<file path="config.mk">
export PLATFORM = sky130hd
export DESIGN_NAME = quad_wiper_engine
export DESIGN_NICKNAME = d
export VERILOG_FILES = /design/src/rtl/wpe_pkg.sv /design/src/rtl/wpe_decode.sv /design/src/rtl/wpe_nv_store.sv /design/src/rtl/wpe_wiper_chan.sv /design/src/rtl/quad_wiper_engine.sv
export SDC_FILE = /design/constraint.sdc
export NUM_CORES = 1
export LEC_CHECK = 0
export ABC_CLOCK_PERIOD_IN_PS = 8600
export CORE_ASPECT_RATIO = 0.5
export CORE_UTILIZATION = 45
export DETAILED_ROUTE_END_ITERATION = 7
export GPL_ROUTABILITY_DRIVEN = 0
export PLACE_DENSITY_LB_ADDON = 0.12
export SYNTH_ARGS = -nofsm -noshare
export SYNTH_HDL_FRONTEND = slang
export SYNTH_SLANG_ARGS = --single-unit
</file>
<file path="constraint.sdc">
create_clock -name clk -period 8.6 [get_ports clk]
set_clock_uncertainty 0.2 [all_clocks]
set_input_delay 1.72 -clock clk [delete_from_list [all_inputs] [get_ports clk]]
set_output_delay 1.72 -clock clk [all_outputs]
set_load 0.05 [all_outputs]
</file>
<file path="src/rtl/wpe_pkg.sv">
// Shared types for the quad wiper command engine.
// Assumes a fixed 8-bit instruction layout: opcode, slot select, channel select.
package wpe_pkg;
    localparam int BYTE_W = 8;

    typedef enum logic [3:0] {
        K_NONE, K_RD_WCR, K_WR_WCR, K_RD_DR, K_WR_DR,
        K_DR2WCR, K_WCR2DR, K_G_DR2WCR, K_G_WCR2DR, K_STEP
    } cmd_kind_e;

    typedef struct packed {
        cmd_kind_e  kind;
        logic [1:0] rsel;
        logic [1:0] psel;
    } cmd_t;

    typedef enum logic [2:0] {
        ST_IDLE, ST_INSTR, ST_DATA, ST_STEP, ST_HOLD
    } eng_state_e;
endpackage

</file>
<file path="src/rtl/wpe_decode.sv">
// Instruction decoder: maps an instruction byte to a command kind and selects.
// Encodings that break a zero-field rule decode to K_NONE, so they are dropped.
// Purely combinational; assumes the byte is stable while it is sampled.
module wpe_decode
    import wpe_pkg::*;
(
    input  logic [7:0] instr,
    output cmd_t       cmd
);
    logic r_zero;
    logic p_zero;

    // Classify the opcode nibble and apply the zero-field rules.
    always_comb begin
        r_zero   = (instr[3:2] == 2'b00);
        p_zero   = (instr[1:0] == 2'b00);
        cmd.rsel = instr[3:2];
        cmd.psel = instr[1:0];
        unique case (instr[7:4])
            4'b1001: cmd.kind = r_zero ? K_RD_WCR : K_NONE;
            4'b1010: cmd.kind = r_zero ? K_WR_WCR : K_NONE;
            4'b1011: cmd.kind = K_RD_DR;
            4'b1100: cmd.kind = K_WR_DR;
            4'b1101: cmd.kind = K_DR2WCR;
            4'b1110: cmd.kind = K_WCR2DR;
            4'b0001: cmd.kind = p_zero ? K_G_DR2WCR : K_NONE;
            4'b1000: cmd.kind = p_zero ? K_G_WCR2DR : K_NONE;
            4'b0010: cmd.kind = r_zero ? K_STEP : K_NONE;
            default: cmd.kind = K_NONE;
        endcase
    end
endmodule

</file>
<file path="src/rtl/wpe_nv_store.sv">
// Modelled nonvolatile store: CH channels x NREG slots of W bits.
// A write of one slot, or of one slot in every channel, lands at once, and
// busy is held for T_WR cycles. Assumes the control logic never writes while busy.
module wpe_nv_store #(
    parameter int CH    = 4,
    parameter int NREG  = 4,
    parameter int W     = 6,
    parameter int T_WR  = 20,
    parameter logic [W-1:0] RST_POS = '0
) (
    input  logic                      clk,
    input  logic                      rst_n,
    input  logic                      we_one,
    input  logic                      we_all,
    input  logic [$clog2(CH)-1:0]     wr_psel,
    input  logic [$clog2(NREG)-1:0]   wr_rsel,
    input  logic [W-1:0]              wr_one_data,
    input  logic [CH*W-1:0]           wr_all_data,
    input  logic [$clog2(CH)-1:0]     rd_psel,
    input  logic [$clog2(NREG)-1:0]   rd_rsel,
    output logic [W-1:0]              rd_one,
    output logic [CH*W-1:0]           rd_all,
    output logic                      busy
);
    localparam int CW = $clog2(T_WR + 1);

    logic [W-1:0]  mem [CH][NREG];
    logic [CW-1:0] cnt;

    // Slot storage: reset to RST_POS, then single or all-channel writes.
    always_ff @(posedge clk) begin
        if (!rst_n) begin
            for (int c = 0; c < CH; c++)
                for (int r = 0; r < NREG; r++)
                    mem[c][r] <= RST_POS;
        end else if (we_all) begin
            for (int c = 0; c < CH; c++)
                mem[c][wr_rsel] <= wr_all_data[c*W +: W];
        end else if (we_one) begin
            mem[wr_psel][wr_rsel] <= wr_one_data;
        end
    end

    // Write-time model: counts T_WR cycles down after each write.
    always_ff @(posedge clk) begin
        if (!rst_n)                cnt <= '0;
        else if (we_one || we_all) cnt <= CW'(T_WR);
        else if (cnt != '0)        cnt <= cnt - 1'b1;
    end

    assign busy   = (cnt != '0);
    assign rd_one = mem[rd_psel][rd_rsel];

    for (genvar c = 0; c < CH; c++) begin : g_rd
        assign rd_all[c*W +: W] = mem[c][rd_rsel];
    end

    a_r11_no_write_while_busy: assert property (@(posedge clk) disable iff (!rst_n)
        (we_one || we_all) |-> !busy);
    a_r5_busy_after_write: assert property (@(posedge clk) disable iff (!rst_n)
        (we_one || we_all) |=> busy);
    a_r5_count_in_range: assert property (@(posedge clk) disable iff (!rst_n)
        cnt <= CW'(T_WR));
endmodule

</file>
<file path="src/rtl/wpe_wiper_chan.sv">
// One channel's live position register with saturating step, and a T_WRL-stage
// delay line that drives the visible wiper position. A load wins over a step.
// Assumes T_WRL >= 1.
module wpe_wiper_chan #(
    parameter int W     = 6,
    parameter int T_WRL = 3,
    parameter logic [W-1:0] RST_POS = '0
) (
    input  logic         clk,
    input  logic         rst_n,
    input  logic         load,
    input  logic [W-1:0] load_val,
    input  logic         step_en,
    input  logic         step_up,
    output logic [W-1:0] wcr,
    output logic [W-1:0] wiper_out
);
    localparam logic [W-1:0] TOP = '1;

    logic [W-1:0] dly [T_WRL];

    // Live position: load, or a saturating single-step move.
    always_ff @(posedge clk) begin
        if (!rst_n)                          wcr <= RST_POS;
        else if (load)                       wcr <= load_val;
        else if (step_en && step_up && wcr != TOP)  wcr <= wcr + 1'b1;
        else if (step_en && !step_up && wcr != '0)  wcr <= wcr - 1'b1;
    end

    // Volatile update delay: shift the live value through T_WRL stages.
    always_ff @(posedge clk) begin
        if (!rst_n) begin
            for (int i = 0; i < T_WRL; i++) dly[i] <= RST_POS;
        end else begin
            dly[0] <= wcr;
            for (int i = 1; i < T_WRL; i++) dly[i] <= dly[i-1];
        end
    end

    assign wiper_out = dly[T_WRL-1];

    a_r9_sat_high: assert property (@(posedge clk) disable iff (!rst_n)
        (step_en && step_up && !load && wcr == TOP) |=> wcr == TOP);
    a_r9_sat_low: assert property (@(posedge clk) disable iff (!rst_n)
        (step_en && !step_up && !load && wcr == '0) |=> wcr == '0);
    a_r9_hold_when_idle: assert property (@(posedge clk) disable iff (!rst_n)
        (!load && !step_en) |=> $stable(wcr));
endmodule

</file>
<file path="src/rtl/quad_wiper_engine.sv">
// Command engine for four wiper channels. Takes frame strobes and bytes from a
// serial front end, decodes the instruction, and runs reads, writes, single and
// global transfers, and step mode. Assumes the front end raises at most one of
// frm_start, frm_stop and byte_vld per cycle, and step_pulse only inside a frame.
module quad_wiper_engine
    import wpe_pkg::*;
#(
    parameter int W     = 6,
    parameter int T_WRL = 3,
    parameter int T_WR  = 20,
    parameter logic [W-1:0] RST_POS = '0
) (
    input  logic              clk,
    input  logic              rst_n,
    input  logic              frm_start,
    input  logic              frm_stop,
    input  logic              byte_vld,
    input  logic [7:0]        byte_data,
    input  logic              step_pulse,
    input  logic              step_level,
    output logic              rd_valid,
    output logic [7:0]        rd_data,
    output logic              busy,
    output logic [4*W-1:0]    wiper_pos
);
    localparam int CH   = 4;
    localparam int NREG = 4;

    eng_state_e   st;
    cmd_t         dec;
    cmd_t         pend;
    logic         no_strobe, instr_take, data_take, accept;
    logic         we_one, we_all;
    logic [1:0]   wr_psel, wr_rsel;
    logic [W-1:0] wr_one_data, nv_rd_one;
    logic [CH*W-1:0] wr_all_data, nv_rd_all;
    logic [CH-1:0]   ch_load, ch_step;
    logic [W-1:0]    ch_val [CH];
    logic [W-1:0]    wcr_v  [CH];

    wpe_decode u_dec (.instr(byte_data), .cmd(dec));

    assign no_strobe  = !frm_start && !frm_stop;
    assign instr_take = (st == ST_INSTR) && byte_vld && no_strobe;
    assign data_take  = (st == ST_DATA)  && byte_vld && no_strobe;
    assign accept     = instr_take && !busy && (dec.kind != K_NONE);

    // Action fan-out: turn the accepted command into load, step and store strobes.
    always_comb begin
        we_one      = 1'b0;
        we_all      = 1'b0;
        wr_psel     = dec.psel;
        wr_rsel     = dec.rsel;
        wr_one_data = '0;
        ch_load     = '0;
        ch_step     = '0;
        for (int c = 0; c < CH; c++) ch_val[c] = nv_rd_all[c*W +: W];
        if (accept) begin
            unique case (dec.kind)
                K_DR2WCR: begin
                    ch_load[dec.psel] = 1'b1;
                    ch_val[dec.psel]  = nv_rd_one;
                end
                K_WCR2DR: begin
                    we_one      = 1'b1;
                    wr_one_data = wcr_v[dec.psel];
                end
                K_G_DR2WCR: ch_load = '1;
                K_G_WCR2DR: we_all  = 1'b1;
                default: ;
            endcase
        end
        if (data_take) begin
            wr_psel = pend.psel;
            wr_rsel = pend.rsel;
            if (pend.kind == K_WR_WCR) begin
                ch_load[pend.psel] = 1'b1;
                ch_val[pend.psel]  = byte_data[W-1:0];
            end else if (pend.kind == K_WR_DR) begin
                we_one      = 1'b1;
                wr_one_data = byte_data[W-1:0];
            end
        end
        if (st == ST_STEP && step_pulse && no_strobe)
            ch_step[pend.psel] = 1'b1;
    end

    // Frame sequencer: instruction, optional data byte, step mode, or hold.
    always_ff @(posedge clk) begin
        if (!rst_n) begin
            st   <= ST_IDLE;
            pend <= '{kind: K_NONE, rsel: 2'b00, psel: 2'b00};
        end else if (frm_start) begin
            st <= ST_INSTR;
        end else if (frm_stop) begin
            st <= ST_IDLE;
        end else if (instr_take) begin
            pend <= dec;
            if (accept && (dec.kind == K_WR_WCR || dec.kind == K_WR_DR))
                st <= ST_DATA;
            else if (accept && dec.kind == K_STEP)
                st <= ST_STEP;
            else
                st <= ST_HOLD;
        end else if (data_take) begin
            st <= ST_HOLD;
        end
    end

    // Read port: register the selected value one cycle after the instruction.
    always_ff @(posedge clk) begin
        if (!rst_n) begin
            rd_valid <= 1'b0;
            rd_data  <= '0;
        end else begin
            rd_valid <= accept && (dec.kind == K_RD_WCR || dec.kind == K_RD_DR);
            if (accept && dec.kind == K_RD_WCR)
                rd_data <= BYTE_W'(wcr_v[dec.psel]);
            else if (accept && dec.kind == K_RD_DR)
                rd_data <= BYTE_W'(nv_rd_one);
        end
    end

    for (genvar c = 0; c < CH; c++) begin : g_ch
        assign wr_all_data[c*W +: W] = wcr_v[c];
        wpe_wiper_chan #(.W(W), .T_WRL(T_WRL), .RST_POS(RST_POS)) u_chan (
            .clk      (clk),
            .rst_n    (rst_n),
            .load     (ch_load[c]),
            .load_val (ch_val[c]),
            .step_en  (ch_step[c]),
            .step_up  (step_level),
            .wcr      (wcr_v[c]),
            .wiper_out(wiper_pos[c*W +: W])
        );
    end

    wpe_nv_store #(.CH(CH), .NREG(NREG), .W(W), .T_WR(T_WR), .RST_POS(RST_POS)) u_nv (
        .clk        (clk),
        .rst_n      (rst_n),
        .we_one     (we_one),
        .we_all     (we_all),
        .wr_psel    (wr_psel),
        .wr_rsel    (wr_rsel),
        .wr_one_data(wr_one_data),
        .wr_all_data(wr_all_data),
        .rd_psel    (dec.psel),
        .rd_rsel    (dec.rsel),
        .rd_one     (nv_rd_one),
        .rd_all     (nv_rd_all),
        .busy       (busy)
    );

    a_r2_read_single_pulse: assert property (@(posedge clk) disable iff (!rst_n)
        rd_valid |=> !rd_valid);
    a_r11_busy_drops_read: assert property (@(posedge clk) disable iff (!rst_n)
        (instr_take && busy) |=> !rd_valid);
    a_r12_abort_no_store: assert property (@(posedge clk) disable iff (!rst_n)
        (st == ST_DATA && frm_stop && !busy) |=> !busy);
    a_r10_rejected_no_read: assert property (@(posedge clk) disable iff (!rst_n)
        (instr_take && dec.kind == K_NONE) |=> !rd_valid);
endmodule

</file>
Yosys cells after proc, flatten, opt, wreduce, memory -nomap -nowiden

Memory sizes are Yosys's and may differ from the RTL's.
Index checks and enable logic that the tools add are counted.

Register bits after elaboration: 47
Memory bits (writable): 168
Input port bits: 15
Output and inout bits: 34
Memories kept: 5

Add/subtract/negate cells: 9
$lt $le $gt $ge: 11
Eq/ne operators: 27
Muxes and demuxes: 201
Bitwise operators: 116
Reduce and logical (&&, ||, !) cells: 62

Memories:

| memory             | depth | width | read ports | clocked after Yosys merged registers in | wr ports | line                 | source |
|---|---|---|---|---|---|---|---|
| u_nv.mem           | 4     | 24    | 5          | 0                                       | 4        | wpe_nv_store.sv:27   | `logic [W-1:0] mem [CH][NREG];` |
| g_ch[0].u_chan.dly | 3     | 6     | 3          | 0                                       | 3        | wpe_wiper_chan.sv:20 | `logic [W-1:0] dly [T_WRL];` |
| g_ch[1].u_chan.dly | 3     | 6     | 3          | 0                                       | 3        | wpe_wiper_chan.sv:20 |  |
| g_ch[2].u_chan.dly | 3     | 6     | 3          | 0                                       | 3        | wpe_wiper_chan.sv:20 |  |
| g_ch[3].u_chan.dly | 3     | 6     | 3          | 0                                       | 3        | wpe_wiper_chan.sv:20 |  |

Operators with widths:

| kind                                                        | count |
|---|---|
| 2-to-1 mux 6 bit                                            | 46 |
| 2-to-1 mux 24 bit                                           | 8 |
| 2-to-1 mux 1 bit                                            | 115 |
| bitwise OR 1 bit                                            | 108 |
| binary-select mux 6 bit (select 2 bit)                      | 6 |
| bitwise mux 24 bit                                          | 2 |
| demux 6 bit (select 2 bit)                                  | 3 |
| equality test 4 bit (second input constant)                 | 9 |
| one-hot mux 4 bit (9 select lines)                          | 1 |
| logical AND 1 bit                                           | 35 |
| adder 6 x 1 -> 6 bit (second input constant)                | 4 |
| 2-to-1 mux 4 bit                                            | 6 |
| != test 6 bit (second input constant)                       | 4 |
| nonzero test 6 bit                                          | 4 |
| OR reduction 24 bit                                         | 1 |
| subtractor 6 x 1 -> 6 bit (second input constant)           | 4 |
| equality test 4 x 3 -> 1 bit (second input constant)        | 5 |
| equality test 4 x 2 -> 1 bit (second input constant)        | 4 |
| 2-to-1 mux 3 bit                                            | 5 |
| greater-or-equal comparator 3 bit (second input constant)   | 4 |
| inverter 2 -> 3 bit                                         | 4 |
| nonzero test 3 bit                                          | 4 |
| 2-to-1 mux 5 bit                                            | 2 |
| less-than comparator 3 x 1 -> 1 bit (second input constant) | 3 |
| other kinds (20)                                            | 39 |

Logic depth before layout (Yosys ltp)

Gate-level depths: netlist (run 1).

Depth in word-level cells: 15
Gate-level depth with buffers: 12

Cells and area by module

Synthesis (run 1) repeated with hierarchy kept, for this count alone.

Cell total of the unflattened synthesis: 1064
Area total of the unflattened synthesis: 11939.0 um^2

By module, submodules not included:

| module            | instances | cells an instance | area an instance (um^2) | sequential area each (um^2) |
|---|---|---|---|---|
| wpe_nv_store      | 1         | 403               | 5561.6                  | 2982.9 |
| wpe_wiper_chan    | 4         | 97                | 1044.8                  | 480.5 |
| quad_wiper_engine | 1         | 249               | 2025.7                  | 360.3 |
| wpe_decode        | 1         | 24                | 172.7                   | 0.0 |

Least setup slack after synthesis (run 1)

Ideal clock, no wire load.

Kind: input port to flip-flop
From: input frm_start
To: register g_ch[3].u_chan.wcr[5]
Arrival: 4.077 ns
Data required time: 8.285 ns
Path slack: 4.208 ns
Stages on the path: 10
Buffers on the path: 0
Cell sequence: nor3_1 nand3_1 or3_1 ha_1 a211oi_1 o21bai_1 a21oi_1 xnor2_1 a2111o_1 and2_1

Word-level cells in the longest chain between the ends: 10
Elaborated cells on any way between the ends: 23

RTL lines:

| what                                                             | line                    | source |
|---|---|---|
| start, declared                                                  | quad_wiper_engine.sv:15 | `input logic frm_start,` |
| zero test 1 bit (*)                                              | quad_wiper_engine.sv:43 | `assign no_strobe = !frm_start && !frm_stop;` |
| logical AND 1 bit (*)                                            | quad_wiper_engine.sv:43 |  |
| logical AND 1 bit                                                | quad_wiper_engine.sv:44 | `assign instr_take = (st == ST_INSTR) && byte_vld && no_strobe;` |
| logical AND 1 bit (2 in a row)                                   | quad_wiper_engine.sv:46 | `assign accept = instr_take && !busy && (dec.kind != K_NONE);` |
| 2-to-1 mux 4 bit or 2-to-1 mux 24 bit (tied branches)            | quad_wiper_engine.sv:58 | `if (accept) begin` |
| bitwise OR 4 bit (no line) or bitwise mux 24 bit (tied branches) | n/a                     |  |
| 2-to-1 mux 4 bit or 2-to-1 mux 24 bit (tied branches)            | quad_wiper_engine.sv:76 | `if (pend.kind == K_WR_WCR) begin` |
| 2-to-1 mux 4 bit or 2-to-1 mux 24 bit (tied branches)            | quad_wiper_engine.sv:73 | `if (data_take) begin` |
| nonzero test 3 bit (no line) or 2-to-1 mux 6 bit (tied branches) | n/a                     |  |
| end signal, assigned                                             | wpe_wiper_chan.sv:25    | `else if (load) wcr <= load_val;` |
| end signal, assigned                                             | wpe_wiper_chan.sv:26    | `else if (step_en && step_up && wcr != TOP) wcr <= wcr + 1'b1;` |
| end signal, assigned                                             | wpe_wiper_chan.sv:27    | `else if (step_en && !step_up && wcr != '0) wcr <= wcr - 1'b1;` |
| end, declared                                                    | wpe_wiper_chan.sv:15    | `output logic [W-1:0] wcr,` |

Mark *: on every way between the ends. The rest lies on a longest branch, timed or not.
A chain may end at the register's enable or synchronous reset.

==> flow_metrics.env, run 1 <==
export IMPL_type_of_element_capturing_the_critical_path="flip-flop"
export IMPL_critical_path_reg2reg_startpoint="st[2]"
export IMPL_dp_final_hpwl_um=22200
export IMPL_run_status="complete, no violations"
export IMPL_worst_ir_drop_vdd_mv=0.123
export IMPL_route_vias_total=8024
export IMPL_cts_reportedPaths_clkPinSlew_ns=0.07
export IMPL_share_clk_of_total_power=0.402
export IMPL_area_growth_synth_to_final_pct=9.23
export IMPL_initialDrtViolationCount=834
export IMPL_cts_resized_gates=0
export IMPL_worst_path_buf_inv=1
export IMPL_global_route_wire_length_before_repair_um=46900
export IMPL_clkLatencyLatePin_ns=0.51
export IMPL_fillerInstances=2204
export IMPL_finish_net_count=1043
export IMPL_worst_pin_slew_ns=1.25
export IMPL_path_class="primary input to flip-flop"
export IMPL_timing_critical_path_arrival_ns=5.43
export IMPL_min_from="g_ch[0].u_chan.dly[0][2]"
export IMPL_hold_buffers=0
export IMPL_reg2reg_slack_ns=4.49
export IMPL_critical_path_slowest_cell="sky130_fd_sc_hd__o21ai_0"
export IMPL_path_delay_family="simple AND/OR/NAND/NOR gates"
export IMPL_setup_viol=0
export IMPL_total_number_of_clock_tree_sinks=215
export IMPL_rsz0062_at_grt="false"
export IMPL_core_area_sq_mm=0.0242
export IMPL_final_setup_tns_ns=0
export IMPL_cts_root_to_sink_buffers=3
export IMPL_core_rowCount=40
export IMPL_first_global_vias=7456
export IMPL_synthSimpleGateAreaFrac=0.172
export IMPL_finalWorstPathRequiredPeriod_ns=5.49
export IMPL_num_antenna_cells=0
export IMPL_cts_tree="done"
export IMPL_fraction_of_synthesis_flops_using_an_asynchronous_set_or_reset_pin=0
export IMPL_wirelength_um=30600
export IMPL_avgViaCountPerCell=5.92
export IMPL_synth_enable_flop_cells=96
export IMPL_total_switching_power_mw=0.548
export IMPL_regToRegEndpoint="u_nv.mem[2][3]"
export IMPL_die_area_sq_mm=0.0255
export IMPL_synth_top_cell_by_area="sky130_fd_sc_hd__edfxtp_1"
export IMPL_synth_area_leaders="sky130_fd_sc_hd__edfxtp_1, sky130_fd_sc_hd__dfxtp_1, sky130_fd_sc_hd__mux4_2"
export IMPL_power_total_mw=2.20
export IMPL_combPwrFrac=0.095
export IMPL_max_cap_violations=0
export IMPL_yosys_register_bits=215
export IMPL_syn_area_per_cell_sq_um=11.0
export IMPL_synth_adder_area_share=0.0262
export IMPL_numCtsBuffers=21
export IMPL_pin_count_of_the_biggest_net_entering_global_routing=120
export IMPL_drt_drc_violations_left=0
export IMPL_post_synth_instance_area_sq_mm=0.0112
export IMPL_synth_cells=1017
export IMPL_port_buffers=46
export IMPL_start_util=0.462
export IMPL_layout_cells_most_common="sky130_fd_sc_hd__dfxtp_1"
export IMPL_ys_seq_area_frac=0.471
export IMPL_cts_root_buf="sky130_fd_sc_hd__clkbuf_16"
export IMPL_slew_headroom=0.162
export IMPL_yosysTopAreaCellShare=0.258
export IMPL_share_of_cell_area_taken_by_muxes_after_synthesis=0.108
export IMPL_drt_pass1_iterations=5
export IMPL_synth_xor_area_frac=0.0165
export IMPL_power_share_sequential=0.503
export IMPL_setup_worst_path_start_class="primary input"
export IMPL_final_critical_path_share_of_the_clock_period=0.639
export IMPL_holdPathEnd="g_ch[0].u_chan.dly[0][8]"
export IMPL_cts_htree_levels=1
export IMPL_static_leakage_power_nw=4.51
export IMPL_fp_dieH_um=113
export IMPL_routedWlPerCell_um=22.6
export IMPL_synth_lib_cells_used_distinct=86
export IMPL_post_route_cells_drive_above_1_share=0.135
export IMPL_timing_critical_path_slowest_cell_delay_ns=0.92
export IMPL_die_width_um=225
export IMPL_synth_main_ff_cell="sky130_fd_sc_hd__dfxtp_1"
export IMPL_min_path_cells=1
export IMPL_synth_warning_count=0
export IMPL_ant_nets=0
export IMPL_min_delay_path_class="flip-flop to flip-flop"
export IMPL_crit_path_cell_trace="clkdlybuf4s50_1 -> nor4b_4 -> nand3_4 -> o31a_4 -> nor2b_4 -> nand2_1 -> o21ai_0"
export IMPL_largest_family_of_logic_cells_by_synthesized_area="simple AND/OR/NAND/NOR gates"
export IMPL_grt_use_total=0.246
export IMPL_post_cts_setup_buffer_count=0
export IMPL_worst_r2r_cell_count=6
export IMPL_critical_path_required_ns=8.54
export IMPL_grt_antenna_before_repair=0
export IMPL_max_freq_ghz=0.182
export IMPL_switching_share=0.248
export IMPL_internal_power_mw=1.66
export IMPL_powerDensity_mw_per_mm2=181
export IMPL_commonest_cells_after_routing_fill_and_taps_aside="sky130_fd_sc_hd__dfxtp_1, sky130_fd_sc_hd__edfxtp_1, sky130_fd_sc_hd__nand2_1"
export IMPL_gr_overflow_total=0
export IMPL_synth_compound_area_frac=0.153
export IMPL_final_hold_viol_count=0
export IMPL_finish_cell_count_without_fillers=1356
export IMPL_final_max_tran_viols=0
export IMPL_ioPinCount=49
export IMPL_timing_critical_path_fanout_max=28
export IMPL_dp_cells=1320
==> worst register-to-register path: stages, from the launching register on <==
cell and delay, ns:
sky130_fd_sc_hd__dfxtp_1 0.35, sky130_fd_sc_hd__nor4b_4 0.77, sky130_fd_sc_hd__nand3_4 0.23, sky130_fd_sc_hd__o31a_4 0.52, sky130_fd_sc_hd__nor2b_4 0.17, sky130_fd_sc_hd__nand2_1 0.57
sky130_fd_sc_hd__o21ai_0 0.93
==> cells by family after synthesis <==
family                     after synthesis
AOI/OAI and AO/OA                      246
xor gates and xnor gates                21
adders and majority gates               21
buffers and inverters                   99
DFF                                    215
muxes                                   74
other                                    1
and+or+nand+nor                        340
==> metrics by stage <==
stage / cell area [sq um] / util / hold slack [ns] / setup slack [ns]
after floorplan: 11200 / - / 0.212 / 4.21
after global placement: 11600 / 0.479 / 0.214 / 2.72
after detailed placement: 11600 / 0.479 / 0.218 / 2.67
after CTS: 12200 / 0.505 / 0.232 / 3.18
after global routing: 12200 / 0.505 / 0.241 / 2.90
final: 12200 / 0.505 / 0.231 / 3.11
==> cell type report <==
| class | count | area (sq um) | share of cell area |
|---|---|---|---|
| multi-input cells | 704 | 5330 | 0.437 |
| flip-flops and latches | 215 | 5270 | 0.431 |
| clock buffers | 25 | 551 | 0.0451 |
| repair buffers | 53 | 505 | 0.0414 |
| well taps | 336 | 420 | 0.0344 |
| clock inverters | 11 | 87.6 | 0.00718 |
| inverters | 12 | 45.0 | 0.00369 |
==> cells in the mapped netlist (5+ instances only) <==
cell type                  count
sky130_fd_sc_hd__a211oi_1      8
sky130_fd_sc_hd__a21boi_0      8
sky130_fd_sc_hd__a21o_1        9
sky130_fd_sc_hd__a21oi_1      30
sky130_fd_sc_hd__a2bb2o_1      6
sky130_fd_sc_hd__and2_1       74
sky130_fd_sc_hd__and3_1       10
sky130_fd_sc_hd__buf_2        11
sky130_fd_sc_hd__buf_4        28
sky130_fd_sc_hd__buf_6        12
sky130_fd_sc_hd__clkbuf_1     34
sky130_fd_sc_hd__dfxtp_1     119
sky130_fd_sc_hd__edfxtp_1     96
sky130_fd_sc_hd__ha_1         17
sky130_fd_sc_hd__inv_1        11
sky130_fd_sc_hd__mux2_2       12
sky130_fd_sc_hd__mux2i_1      24
sky130_fd_sc_hd__mux4_2       35
sky130_fd_sc_hd__nand2_1      86
sky130_fd_sc_hd__nand2b_1      7
sky130_fd_sc_hd__nand3_1       9
sky130_fd_sc_hd__nand4_1      10
sky130_fd_sc_hd__nor2_1       49
sky130_fd_sc_hd__nor2b_1      19
sky130_fd_sc_hd__nor3_1       12
sky130_fd_sc_hd__nor4_1        6
sky130_fd_sc_hd__o211a_1       7
sky130_fd_sc_hd__o21ai_0      30
sky130_fd_sc_hd__o21ai_1      72
sky130_fd_sc_hd__o21ai_2      25
sky130_fd_sc_hd__o21bai_1      5
sky130_fd_sc_hd__o32ai_1       6
sky130_fd_sc_hd__or3_1        27
sky130_fd_sc_hd__xnor2_1      14
sky130_fd_sc_hd__xor2_1        7
==> metal layers <==
layer  up-vias  global-route usage  wire [um]
met2       396               0.355      12600
met4         0              0.0739        935
met1      3847               0.377      14300
met3        64              0.0379       2720
met5         -                   0          0
li1       3717                   -          -
==> flip-flops by register name, indices dropped and copies added, names as in the netlist <==
signal	count
g_ch.u_chan.dly	72
rd_valid	1
st	3
g_ch.u_chan.wcr	24
pend	8
u_nv.cnt	5
rd_data	6
u_nv.mem	96
==> power groups by stage <==
stage               clock [mW]  sequential (mW)  combinational [mW]
floorplan                    0             1.12               0.150
global placement             0             1.13               0.204
CTS                      0.906             1.11               0.208
global route             0.943             1.11               0.225
finish                   0.886             1.11               0.209
detailed placement           0             1.13               0.207
==> worst max-delay path by stage <==
stage / start / endpoint / slack [ns] / cells past startpoint
finish: frm_start / u_nv.mem[2][3] / 3.11 / 7
global route: frm_start / u_nv.mem[0][9] / 2.90 / 7
CTS: frm_start / u_nv.mem[2][3] / 3.18 / 7
detailed placement: frm_start / u_nv.mem[3][2] / 2.67 / 7
global placement: frm_start / u_nv.mem[2][2] / 2.72 / 7
floorplan: frm_start / g_ch[3].u_chan.wcr[5] / 4.21 / 10
Power figures use the tool's default switching activity.
==> run 2, diff against run 1 <==
--- a/config.mk
+++ b/config.mk
@@ -5,7 +5,7 @@
 export SDC_FILE = /design/constraint.sdc
 export NUM_CORES = 1
 export LEC_CHECK = 0
-export ABC_CLOCK_PERIOD_IN_PS = 8600
+export ABC_CLOCK_PERIOD_IN_PS = 5400
 export CORE_ASPECT_RATIO = 0.5
 export CORE_UTILIZATION = 45
 export DETAILED_ROUTE_END_ITERATION = 7
==> constraint.sdc (replaced) <==
create_clock -name clk -period 5.4 [get_ports clk]
set_clock_uncertainty 0.2 [all_clocks]
set_input_delay 1.08 -clock clk [delete_from_list [all_inputs] [get_ports clk]]
set_output_delay 1.08 -clock clk [all_outputs]
set_load 0.05 [all_outputs]
==> flow_metrics.env, run 2 (synthesized netlist as in run 1, its figures left out) <==
export IMPL_num_antenna_cells=0
export IMPL_worst_pin_slew_ns=0.945
export IMPL_post_cts_setup_buffer_count=0
export IMPL_fillerInstances=2188
export IMPL_global_route_wire_length_before_repair_um=46700
export IMPL_total_number_of_clock_tree_sinks=215
export IMPL_drt_pass1_iterations=5
export IMPL_cts_root_buf="sky130_fd_sc_hd__clkbuf_16"
export IMPL_fp_dieH_um=113
export IMPL_route_vias_total=7996
export IMPL_timing_critical_path_arrival_ns=4.11
export IMPL_grt_use_total=0.243
export IMPL_port_buffers=46
export IMPL_numCtsBuffers=20
export IMPL_type_of_element_capturing_the_critical_path="flip-flop"
export IMPL_post_route_cells_drive_above_1_share=0.144
export IMPL_hold_buffers=0
export IMPL_powerDensity_mw_per_mm2=288
export IMPL_final_setup_tns_ns=0
export IMPL_wirelength_um=30100
export IMPL_slew_headroom=0.363
export IMPL_avgViaCountPerCell=5.85
export IMPL_min_path_cells=1
export IMPL_cts_htree_levels=1
export IMPL_cts_reportedPaths_clkPinSlew_ns=0.06
export IMPL_path_class="primary input to flip-flop"
export IMPL_final_max_tran_viols=0
export IMPL_die_width_um=225
export IMPL_die_area_sq_mm=0.0255
export IMPL_biggestRegsByFlops="u_nv.mem (96), g_ch.u_chan.dly (72), g_ch.u_chan.wcr (24)"
export IMPL_first_global_vias=7671
export IMPL_worst_r2r_cell_count=9
export IMPL_max_flop_register="u_nv.mem"
export IMPL_ant_nets=0
export IMPL_power_total_mw=3.56
export IMPL_finalWorstPathRequiredPeriod_ns=4.16
export IMPL_seqCellArea_sq_mm=0.00527
export IMPL_routedWlPerCell_um=22.0
export IMPL_pin_count_of_the_biggest_net_entering_global_routing=117
export IMPL_footprint_of_the_multi_input_gates_sq_mm=0.00533
export IMPL_core_rowCount=40
export IMPL_setup_viol=0
export IMPL_max_cap_violations=0
export IMPL_largest_register_ff_count=96
export IMPL_gr_overflow_total=0
export IMPL_ioPinCount=49
export IMPL_worst_ir_drop_vdd_mv=0.184
export IMPL_rsz0062_at_grt="false"
export IMPL_static_leakage_power_nw=4.60
export IMPL_final_hold_viol_count=0
export IMPL_clkLatencyLatePin_ns=0.52
export IMPL_commonest_cells_after_routing_fill_and_taps_aside="sky130_fd_sc_hd__dfxtp_1, sky130_fd_sc_hd__edfxtp_1, sky130_fd_sc_hd__nand2_1"
export IMPL_min_delay_path_class="flip-flop to flip-flop"
export IMPL_placement_cell_area_sq_mm=0.0117
export IMPL_area_growth_synth_to_final_pct=10.4
export IMPL_timing_critical_path_fanout_max=17
export IMPL_cts_resized_gates=0
export IMPL_grt_antenna_before_repair=0
export IMPL_dp_final_hpwl_um=22000
export IMPL_max_freq_ghz=0.240
export IMPL_finish_net_count=1056
export IMPL_run_status="complete, no violations"
export IMPL_critical_path_required_ns=5.35
export IMPL_cts_root_to_sink_buffers=3
export IMPL_setup_worst_path_start_class="primary input"
export IMPL_layout_cells_most_common="sky130_fd_sc_hd__dfxtp_1"
export IMPL_core_area_sq_mm=0.0242
export IMPL_start_util=0.462
export IMPL_layout_cell_area_non_filler_sq_mm=0.0123
export IMPL_initialDrtViolationCount=830
export IMPL_final_critical_path_share_of_the_clock_period=0.770
export IMPL_drt_drc_violations_left=0
export IMPL_cts_tree="done"
-- run 2: changes by cell type in the layout (fill, tap and decap cells not counted), moves of 2 or more --
cell and delta:
sky130_fd_sc_hd__buf_4 +14, sky130_fd_sc_hd__clkbuf_1 +2, sky130_fd_sc_hd__clkbuf_8 +2, sky130_fd_sc_hd__clkinv_2 -3, sky130_fd_sc_hd__clkinvlp_4 -3
-- run 2: per-layer routing --
layer,share of wire,track usage,up-vias
met1,0.47,0.370,3827
met2,0.42,0.355,387
met4,0.024,0.0608,0
met5,0,0,-
li1,-,-,3736
met3,0.089,0.0451,46
-- run 2: final cells by class --
type / count / share of cell area
clock inverters: 5 / 0.00639
repair buffers: 67 / 0.0495
multi-input cells: 704 / 0.432
inverters: 12 / 0.00365
clock buffers: 29 / 0.0475
flip-flops and latches: 215 / 0.427
well taps: 336 / 0.0341
-- run 2: through the flow --
stage          hold slack (ns)  utilization  setup WS (ns)  std cells
2_1_floorplan            0.212            -           1.65       1018
3_3_place_gp             0.215        0.483          0.841       1334
3_5_place_dp             0.217        0.483          0.769       1334
4_1_cts                  0.232        0.510           1.27       1368
5_1_grt                  0.240        0.510          0.974       1368
6_report                 0.230        0.510           1.24       1368
-- run 2: worst max-delay path: stages --
cell and delay [ns]:
sky130_fd_sc_hd__clkdlybuf4s50_1 0.50, sky130_fd_sc_hd__nor4b_4 0.46, sky130_fd_sc_hd__buf_4 0.25, sky130_fd_sc_hd__nand3b_4 0.23
sky130_fd_sc_hd__or3b_1 0.46, sky130_fd_sc_hd__a21boi_1 0.46, sky130_fd_sc_hd__nor2b_1 0.29, sky130_fd_sc_hd__o21ai_1 0.38
-- run 2: worst paths after layout --
path	from	end	slack (ns)
hold / removal	g_ch[3].u_chan.dly[0][0]	g_ch[3].u_chan.dly[0][6]	0.23
setup reg to reg	u_nv.cnt[0]	u_nv.mem[3][18]	1.81
setup / recovery	frm_start	u_nv.mem[2][8]	1.24
hold reg to reg	g_ch[3].u_chan.dly[0][0]	g_ch[3].u_chan.dly[0][6]	0.23
-- run 2: where the power goes --
group	switching, mW	leakage, nW	total, mW	internal (mW)
registers	0.0279	1.95	1.76	1.74
logic	0.206	2.32	0.332	0.127
clock network	0.615	0.326	1.46	0.848
